[config.mk]
export PLATFORM = sky130hd
export DESIGN_NAME = hold_reset_seq
export DESIGN_NICKNAME = d
export VERILOG_FILES = /design/src/rtl/hrs_pkg.sv /design/src/rtl/hrs_sync.sv /design/src/rtl/hrs_res_filter.sv /design/src/rtl/hrs_settle_timer.sv /design/src/rtl/hold_reset_seq.sv
export SDC_FILE = /design/constraint.sdc
export NUM_CORES = 1
export LEC_CHECK = 0
export BUFFER_PORTS_ARGS = -buffer_cell sky130_fd_sc_hd__buf_2
export CAP_MARGIN = 20
export CORE_ASPECT_RATIO = 0.5
export CORE_MARGIN = 5
export CORE_UTILIZATION = 30
export CTS_CLUSTER_DIAMETER = 50
export CTS_CLUSTER_SIZE = 16
export DETAILED_ROUTE_END_ITERATION = 16
export SETUP_SLACK_MARGIN = 0.1
export SYNTH_ARGS = -nofsm -noshare
export SYNTH_HDL_FRONTEND = slang
export SYNTH_SLANG_ARGS = --single-unit
[constraint.sdc]
create_clock -name clk -period 3.6 [get_ports clk]
set_clock_uncertainty 0.2 [all_clocks]
set_input_delay 0.72 -clock clk [delete_from_list [all_inputs] [get_ports clk]]
set_output_delay 0.72 -clock clk [all_outputs]
set_load 0.02 [all_outputs]
[src/rtl/hrs_pkg.sv]
package hrs_pkg;
  typedef enum logic [1:0] {
    HRS_RUN   = 2'd0,
    HRS_HOLD  = 2'd1,
    HRS_WAKE  = 2'd2,
    HRS_RESET = 2'd3
  } hrs_state_e;
endpackage

[src/rtl/hrs_sync.sv]
module hrs_sync #(
  parameter int WIDTH  = 2,
  parameter int STAGES = 2,
  parameter logic [WIDTH-1:0] INIT = '1
) (
  input  logic             clk,
  input  logic             rst,
  input  logic [WIDTH-1:0] din,
  output logic [WIDTH-1:0] dout
);
  logic [WIDTH-1:0] chain [STAGES];

  always_ff @(posedge clk) begin
    if (rst) begin
      for (int i = 0; i < STAGES; i++) chain[i] <= INIT;
    end else begin
      chain[0] <= din;
      for (int i = 1; i < STAGES; i++) chain[i] <= chain[i-1];
    end
  end

  assign dout = chain[STAGES-1];
endmodule

[src/rtl/hrs_res_filter.sv]
module hrs_res_filter #(
  parameter int RES_MIN = 3
) (
  input  logic clk,
  input  logic rst,
  input  logic res_low,
  input  logic allow,
  output logic take
);
  localparam int CW  = (RES_MIN > 1) ? $clog2(RES_MIN) : 1;
  localparam logic [CW-1:0] LIM = CW'(RES_MIN - 1);

  logic [CW-1:0] cnt_q;

  always_ff @(posedge clk) begin
    if (rst) begin
      cnt_q <= '0;
    end else if (res_low && allow) begin
      if (cnt_q != LIM) cnt_q <= cnt_q + 1'b1;
    end else begin
      cnt_q <= '0;
    end
  end

  assign take = res_low && allow && (cnt_q == LIM);
endmodule

[src/rtl/hrs_settle_timer.sv]
module hrs_settle_timer #(
  parameter int WAKE_CYCLES = 16384
) (
  input  logic clk,
  input  logic rst,
  input  logic load,
  input  logic run,
  output logic done
);
  localparam int CW = (WAKE_CYCLES > 1) ? $clog2(WAKE_CYCLES) : 1;
  localparam logic [CW-1:0] START = CW'(WAKE_CYCLES - 1);

  logic [CW-1:0] cnt_q;

  always_ff @(posedge clk) begin
    if (rst) begin
      cnt_q <= '0;
    end else if (load) begin
      cnt_q <= START;
    end else if (run && cnt_q != '0) begin
      cnt_q <= cnt_q - 1'b1;
    end
  end

  assign done = (cnt_q == '0);
endmodule

[src/rtl/hold_reset_seq.sv]
module hold_reset_seq
  import hrs_pkg::*;
#(
  parameter int WAKE_CYCLES = 16384,
  parameter int SYNC_STAGES = 2,
  parameter int RES_MIN     = 3
) (
  input  logic clk,
  input  logic rst,
  input  logic hold_pin,
  input  logic res_n,
  input  logic hold_op,
  output logic cpu_run,
  output logic clk_en,
  output logic sys_rst,
  output logic preset,
  output logic hold_flag
);
  logic [1:0] pins_s;
  logic       hold_q;
  logic       res_low;
  logic       res_take;
  logic       t_load;
  logic       t_run;
  logic       t_done;
  hrs_state_e st_q;
  hrs_state_e st_d;

  hrs_sync #(.WIDTH(2), .STAGES(SYNC_STAGES), .INIT(2'b11)) u_sync (
    .clk  (clk),
    .rst  (rst),
    .din  ({hold_pin, res_n}),
    .dout (pins_s)
  );

  assign hold_q  = pins_s[1];
  assign res_low = ~pins_s[0];

  hrs_res_filter #(.RES_MIN(RES_MIN)) u_filt (
    .clk     (clk),
    .rst     (rst),
    .res_low (res_low),
    .allow   (hold_q),
    .take    (res_take)
  );

  hrs_settle_timer #(.WAKE_CYCLES(WAKE_CYCLES)) u_timer (
    .clk  (clk),
    .rst  (rst),
    .load (t_load),
    .run  (t_run),
    .done (t_done)
  );

  always_comb begin
    st_d = st_q;
    unique case (st_q)
      HRS_RUN: begin
        if (res_take)               st_d = HRS_RESET;
        else if (hold_op && !hold_q) st_d = HRS_HOLD;
      end
      HRS_HOLD: begin
        if (hold_q) st_d = HRS_WAKE;
      end
      HRS_WAKE: begin
        if (res_take)    st_d = HRS_RESET;
        else if (t_done) st_d = HRS_RUN;
      end
      HRS_RESET: begin
        if (!res_low) st_d = HRS_WAKE;
      end
      default: st_d = HRS_RESET;
    endcase
  end

  assign t_load = (st_d == HRS_WAKE) && (st_q != HRS_WAKE);
  assign t_run  = (st_q == HRS_WAKE);

  always_ff @(posedge clk) begin
    if (rst) begin
      st_q      <= HRS_RESET;
      cpu_run   <= 1'b0;
      clk_en    <= 1'b1;
      sys_rst   <= 1'b1;
      preset    <= 1'b0;
      hold_flag <= 1'b0;
    end else begin
      st_q      <= st_d;
      cpu_run   <= (st_d == HRS_RUN);
      clk_en    <= (st_d == HRS_RUN) || (st_d == HRS_RESET);
      sys_rst   <= (st_d == HRS_RESET);
      preset    <= (st_q == HRS_WAKE) && (st_d == HRS_RUN);
      hold_flag <= (st_d == HRS_HOLD) || (st_d == HRS_WAKE);
    end
  end
endmodule

Word level (Yosys, flattened, before mapping)
Memories as Yosys holds them, arrays and structs flattened.
Cells that the tools add are included.
{"block": "totals", "out_inout_bits": 5, "n_memories": 1, "ram_bits": 4, "ff_bits": 23, "mem_bits_ro": 0, "wordCells": 53, "inputBits": 5, "latch_bits": 0}
{"name": "u_sync.chain", "words": 2, "word_bits": 2, "read_ports": 2, "rd_ports_with_merged_regs": 0, "wr": 2, "line": "hrs_sync.sv:11", "text": "logic [WIDTH-1:0] chain [STAGES];"}
{"block": "classes", "bitwise_logic": 4, "mul": 0, "n_div": 0, "n_reduce_logical": 15, "shift": 0, "mux": 14, "n_lt_le_gt_ge": 0, "addsub": 2, "n_eq_ne": 9}
{"op": "2-to-1 mux 14 bit", "n": 2}
{"op": "2-to-1 mux 2 bit", "n": 8}
{"op": "logical NOT 14 bit", "n": 1}
{"op": "nonzero test 14 bit", "n": 1}
{"op": "subtractor 14 x 1 -> 14 bit (second input constant)", "n": 1}
{"op": "== test 2 bit (second input constant)", "n": 5}
{"op": "one-hot mux 2 bit (4 select lines)", "n": 1}
{"op": "logical AND 1 bit", "n": 6}
{"op": "== test 2 x 1 -> 1 bit (second input constant)", "n": 2}
{"op": "logical NOT 2 bit", "n": 2}
{"op": "!= test 2 bit (second input constant)", "n": 2}
{"op": "2-to-1 mux 1 bit", "n": 3}
{"op": "adder 2 x 1 -> 2 bit (second input constant)", "n": 1}
{"op": "logical OR 1 bit", "n": 2}
{"op": "NOT 1 bit", "n": 2}
{"op": "bitwise OR 1 bit", "n": 2}
{"op": "nonzero test 2 bit", "n": 1}
{"op": "OR reduction 2 bit", "n": 1}
{"op": "logical NOT 1 bit", "n": 1}

Logic depth before layout (Yosys ltp)
{"block": "logic_depth", "word_depth": 8, "depth_mapped": 11, "ltp_nobuf": 11}

Hierarchy
From an unflattened synthesis, not the netlist that was laid out.
{"block": "unflattened", "hier_cells": 137, "hier_area_um2": 1261.2}
{"module": "hrs_settle_timer", "seq_area_each_um2": 280.3, "n_inst": 1, "area_per_inst_um2": 744.5, "cells_per_inst": 86}
{"module": "hold_reset_seq", "seq_area_each_um2": 140.1, "n_inst": 1, "area_per_inst_um2": 292.8, "cells_per_inst": 30}
{"module": "hrs_sync", "seq_area_each_um2": 80.1, "n_inst": 1, "area_per_inst_um2": 120.1, "cells_per_inst": 10}
{"module": "hrs_res_filter", "seq_area_each_um2": 40.0, "n_inst": 1, "area_per_inst_um2": 103.8, "cells_per_inst": 11}

Least setup slack after synthesis
OpenSTA, ideal clock, no wires.
{"block": "synth_path", "kind": "register to register", "start": "register u_timer.cnt_q[0]", "end": "register u_timer.cnt_q[1]", "path_stages_with_launch": 11, "arrival_ns": 2.175, "n_path_buf": 0, "setup_ns": 0.121, "required_ns": 3.279, "period_less_slack_ns": 2.496, "setup_slack_ns": 1.104, "path_cell_list": "dfxtp_1 inv_1 ha_1 nor4b_2 nand3_1 o31ai_1 nand2_1 ha_1 nand2_1 a21oi_1 mux2_2"}
{"block": "synth_via", "elab_chain_cells": 7, "word_cells_on_any_way": 12, "cone_classes": "1 x add/sub; 1 x eq/ne; 5 x mux; 5 x reduce/logical"}
{"item": "start: declaration", "line": "hrs_settle_timer.sv:13", "text": "logic [CW-1:0] cnt_q;"}
{"item": "start signal: assignment", "line": "hrs_settle_timer.sv:21", "text": "cnt_q <= cnt_q - 1'b1;"}
{"item": "logical NOT 14 bit *", "line": "hrs_settle_timer.sv:25", "text": "assign done = (cnt_q == '0);"}
{"item": "2-to-1 mux 2 bit *", "line": "hold_reset_seq.sv:67", "text": "else if (t_done) st_d = HRS_RUN;"}
{"item": "2-to-1 mux 2 bit *", "line": "hold_reset_seq.sv:66", "text": "if (res_take) st_d = HRS_RESET;"}
{"item": "one-hot mux 2 bit (4 select lines) *", "line": "hold_reset_seq.sv:57", "text": "unique case (st_q)"}
{"item": "named net st_d[1]", "line": "hold_reset_seq.sv:27", "text": "hrs_state_e st_d;"}
{"item": "== test 2 bit *", "line": "hold_reset_seq.sv:76", "text": "assign t_load = (st_d == HRS_WAKE) && (st_q != HRS_WAKE);"}
{"item": "logical AND 1 bit *", "line": "hold_reset_seq.sv:76"}
{"item": "2-to-1 mux 14 bit or nonzero test 2 bit (tied branches)"}
Mark *: on every way through the listed nets, which the timed path passes. The rest lies on a longest branch. The select of a mux whose other input is x is not followed.
A chain may end at the register's enable or synchronous reset.

Worst setup path after layout
Same ends and word-level chain as after synthesis.

==> out/metrics.cfg <==
[placed_design]
io_buffers=9
place.gp.congestion=0.7631
hpwlAfterDp_um=1847
dp_cells=205

[layout]
n_antenna_cell=0
fillCellCount=416
synthToLayoutAreaGrowth_pct=10.73
drive_gt1_share_pct=14.84
final_cells=209
fin_nets=166

[synth]
yosys.area_share.simple_pct=28.72
syn_nets=157
synth_top_family_by_area=simple AND/OR/NAND/NOR gates
synth-xor-area-share_pct=1.354
synth_edf_count=0
synth.distinct_cells=36
synth_compound_area_share_pct=18.67
ys_warn_count=0
synth_area_um2=1294
muxShareOfSynthArea_pct=0.8704
async_flop_share_pct=0
yosys.area.top_type_share_pct=41.78
synth_area_leaders=dfxtp_1 (42%), o31ai_1 (5.2%), ha_1 (4.8%)
synth.yosys.seq_area_share_pct=41.78
yosys.area.top_type=dfxtp_1
ys_seq_elements=27
syn_inst=147
ys.flop_type=dfxtp_1
syn_area_per_cell_um2=8.801
synth_fa_ha_area_share_pct=4.836

[setup_path]
worstSetupPathType=reg -> reg
critPathRequiredTime_ns=3.57
path_max_fanout=8
startpoint_type=register
worst_ep_arrival_time_ns=2.87
worst_setup_path_end_kind=register
rr_worst_depth=10

[sta]
hold_violations=0
timing.slew.headroom_pct=68.28
setup_tns_ns=0
worstMarginPinSlew_ns=0.4722
min_period_ns=2.897
final.period_utilization_pct=80.48
clock.fmax_mhz=345.2
rsz0062_at_grt=no
setup_viol=0
drv_slew=0

[cts]
clk_pin_slew_ns=0.10
h-tree-depth=1
postCtsHoldBufs=0
cts_buffers=3
cts_setup_buffers=0
cts_tree=built
cts_resized=0
clock_path_buffers=2
cts.sinks=27
clk_latency_ns=0.27
root_buffer=clkbuf_8

[routing]
dr.pass1.iters=4
drtAntennaViolNets=0
initialDrtViolationCount=71
drc=0
wl_um=2514
vias_per_cell=5.201
wire_per_inst_um=12.03
num_vias=1087

[floorplan]
die_y_um=56.44
num_rows=16
io_pins=10
dieArea_um2=5805
die-width_um=102.9
start_util_pct=32.15
coreArea_um2=4024

[grt]
grt.total_usage_pct=9.140
antenna_found_initial=0
grt_pass1_vias=999
grt_pass1_wl_um=4388
gr-total-overflow=0
grt_max_degree=26

[pwr]
p_leak_nw=0.5350
ir_drop_mv=0.1979
power.density_nw_per_um2=422.8

[hold_path]
hold_path.class=reg -> reg
hold_depth=1

[outcome]
run_status=finished, final reports clean

[job]
drv_cap=0

-- cell usage after synthesis (all sizes together) (2+ instances only) --
master  number
o21ai        3
a21oi        8
ha           5
dfxtp       27
and2         5
nor2        16
a31oi        8
nand2b       2
inv          5
nor2b        3
nand2        6
nand3        5
or2          5
nand4        3
or4          5
clkbuf       5
nor3         7
xor2         2
or3          3
o31ai        9
-- state kept, by name, indices dropped and copies added (netlist names) --
| signal | flops |
|---|---|
| preset | 1 |
| sys_rst | 1 |
| clk_en | 1 |
| u_filt.cnt_q | 2 |
| cpu_run | 1 |
| hold_flag | 1 |
| st_q | 2 |
| u_sync.chain | 4 |
| u_timer.cnt_q | 14 |
-- final cells by class --
type / count / area [um2] / share of cell area, %
clock buffers: 3 / 41.29 / 2.882
clock inverters: 1 / 7.507 / 0.5240
inverters: 5 / 18.77 / 1.310
multi-input cells: 109 / 704.4 / 49.17
flip-flops and latches: 27 / 540.5 / 37.73
well taps: 54 / 67.56 / 4.716
repair buffers: 10 / 52.55 / 3.668
-- report_power, final --
part	switching (mW)	internal [mW]	total [mW]
sequential	0.0245	0.320	0.344
clock	0.0932	0.0784	0.172
combinational	0.0512	0.0387	0.0900
-- per-layer routing --
| metal | GRT usage (%) | vias up | wire (um) |
|---|---|---|---|
| li1 | - | 562 | - |
| met1 | 11.70 | 506 | 1244 |
| met2 | 15.23 | 19 | 1184 |
| met3 | 2.472 | 0 | 85 |
| met4 | 2.214 | 0 | 0 |
| met5 | 0 | - | 0 |
-- cells in the final DEF (no fill, tap or decap), types with 3 or more instances in the layout --
master,instances
dfxtp_1,27
nor2_1,16
o31ai_1,9
buf_2,9
a21oi_1,8
a31oi_1,8
nor3_1,7
nand2_1,6
inv_1,5
nand3_1,5
and2_1,5
or2_2,5
or4_1,5
ha_1,5
nor2b_1,3
o21ai_0,3
nand4_1,3
clkbuf_8,3
-- worst max-delay path, stage by stage, from the launching register on --
cell     delay, ns
dfxtp_1       0.35
inv_1         0.07
ha_1          0.21
nor4b_2       0.37
nand3_1       0.21
o31ai_1       0.34
nand2_1       0.14
ha_1          0.27
nand2_1       0.26
a21oi_1       0.11
mux2_2        0.27
-- cells by family (layout without fill, tap and decap cells) --
family / Yosys count / count (layout)
buffers and inverters: 11 / 19
DFF: 27 / 27
xor gates and xnor gates: 2 / 2
muxes: 1 / 1
and+or+nand+nor: 65 / 65
AOI/OAI and AO/OA: 36 / 36
adders and majority gates: 5 / 5
-- worst paths after layout --
path	start	to	slack (ns)
setup / recovery	u_timer.cnt_q[0]	u_timer.cnt_q[1]	0.70
hold / removal	u_sync.chain[0][1]	u_sync.chain[0][3]	0.22
setup reg to reg	u_timer.cnt_q[0]	u_timer.cnt_q[1]	0.70
hold reg to reg	u_sync.chain[0][1]	u_sync.chain[0][3]	0.22
-- per-stage QoR --
stage                     util (%)  cell area (um2)  hold slack, ns  total power [mW]  setup WS [ns]
after floorplan                  -             1294          0.1895            0.4186          1.104
after global placement       34.39             1384          0.1921            0.4391         0.7976
after detailed placement     34.39             1384          0.1941            0.4408         0.6996
after CTS                    35.60             1433          0.2185            0.6143         0.6745
after global routing         35.60             1433          0.2472            0.6441         0.4159
final                        35.60             1433          0.2164            0.6057         0.7027
Note: power is estimated with default switching activity, not from simulation.
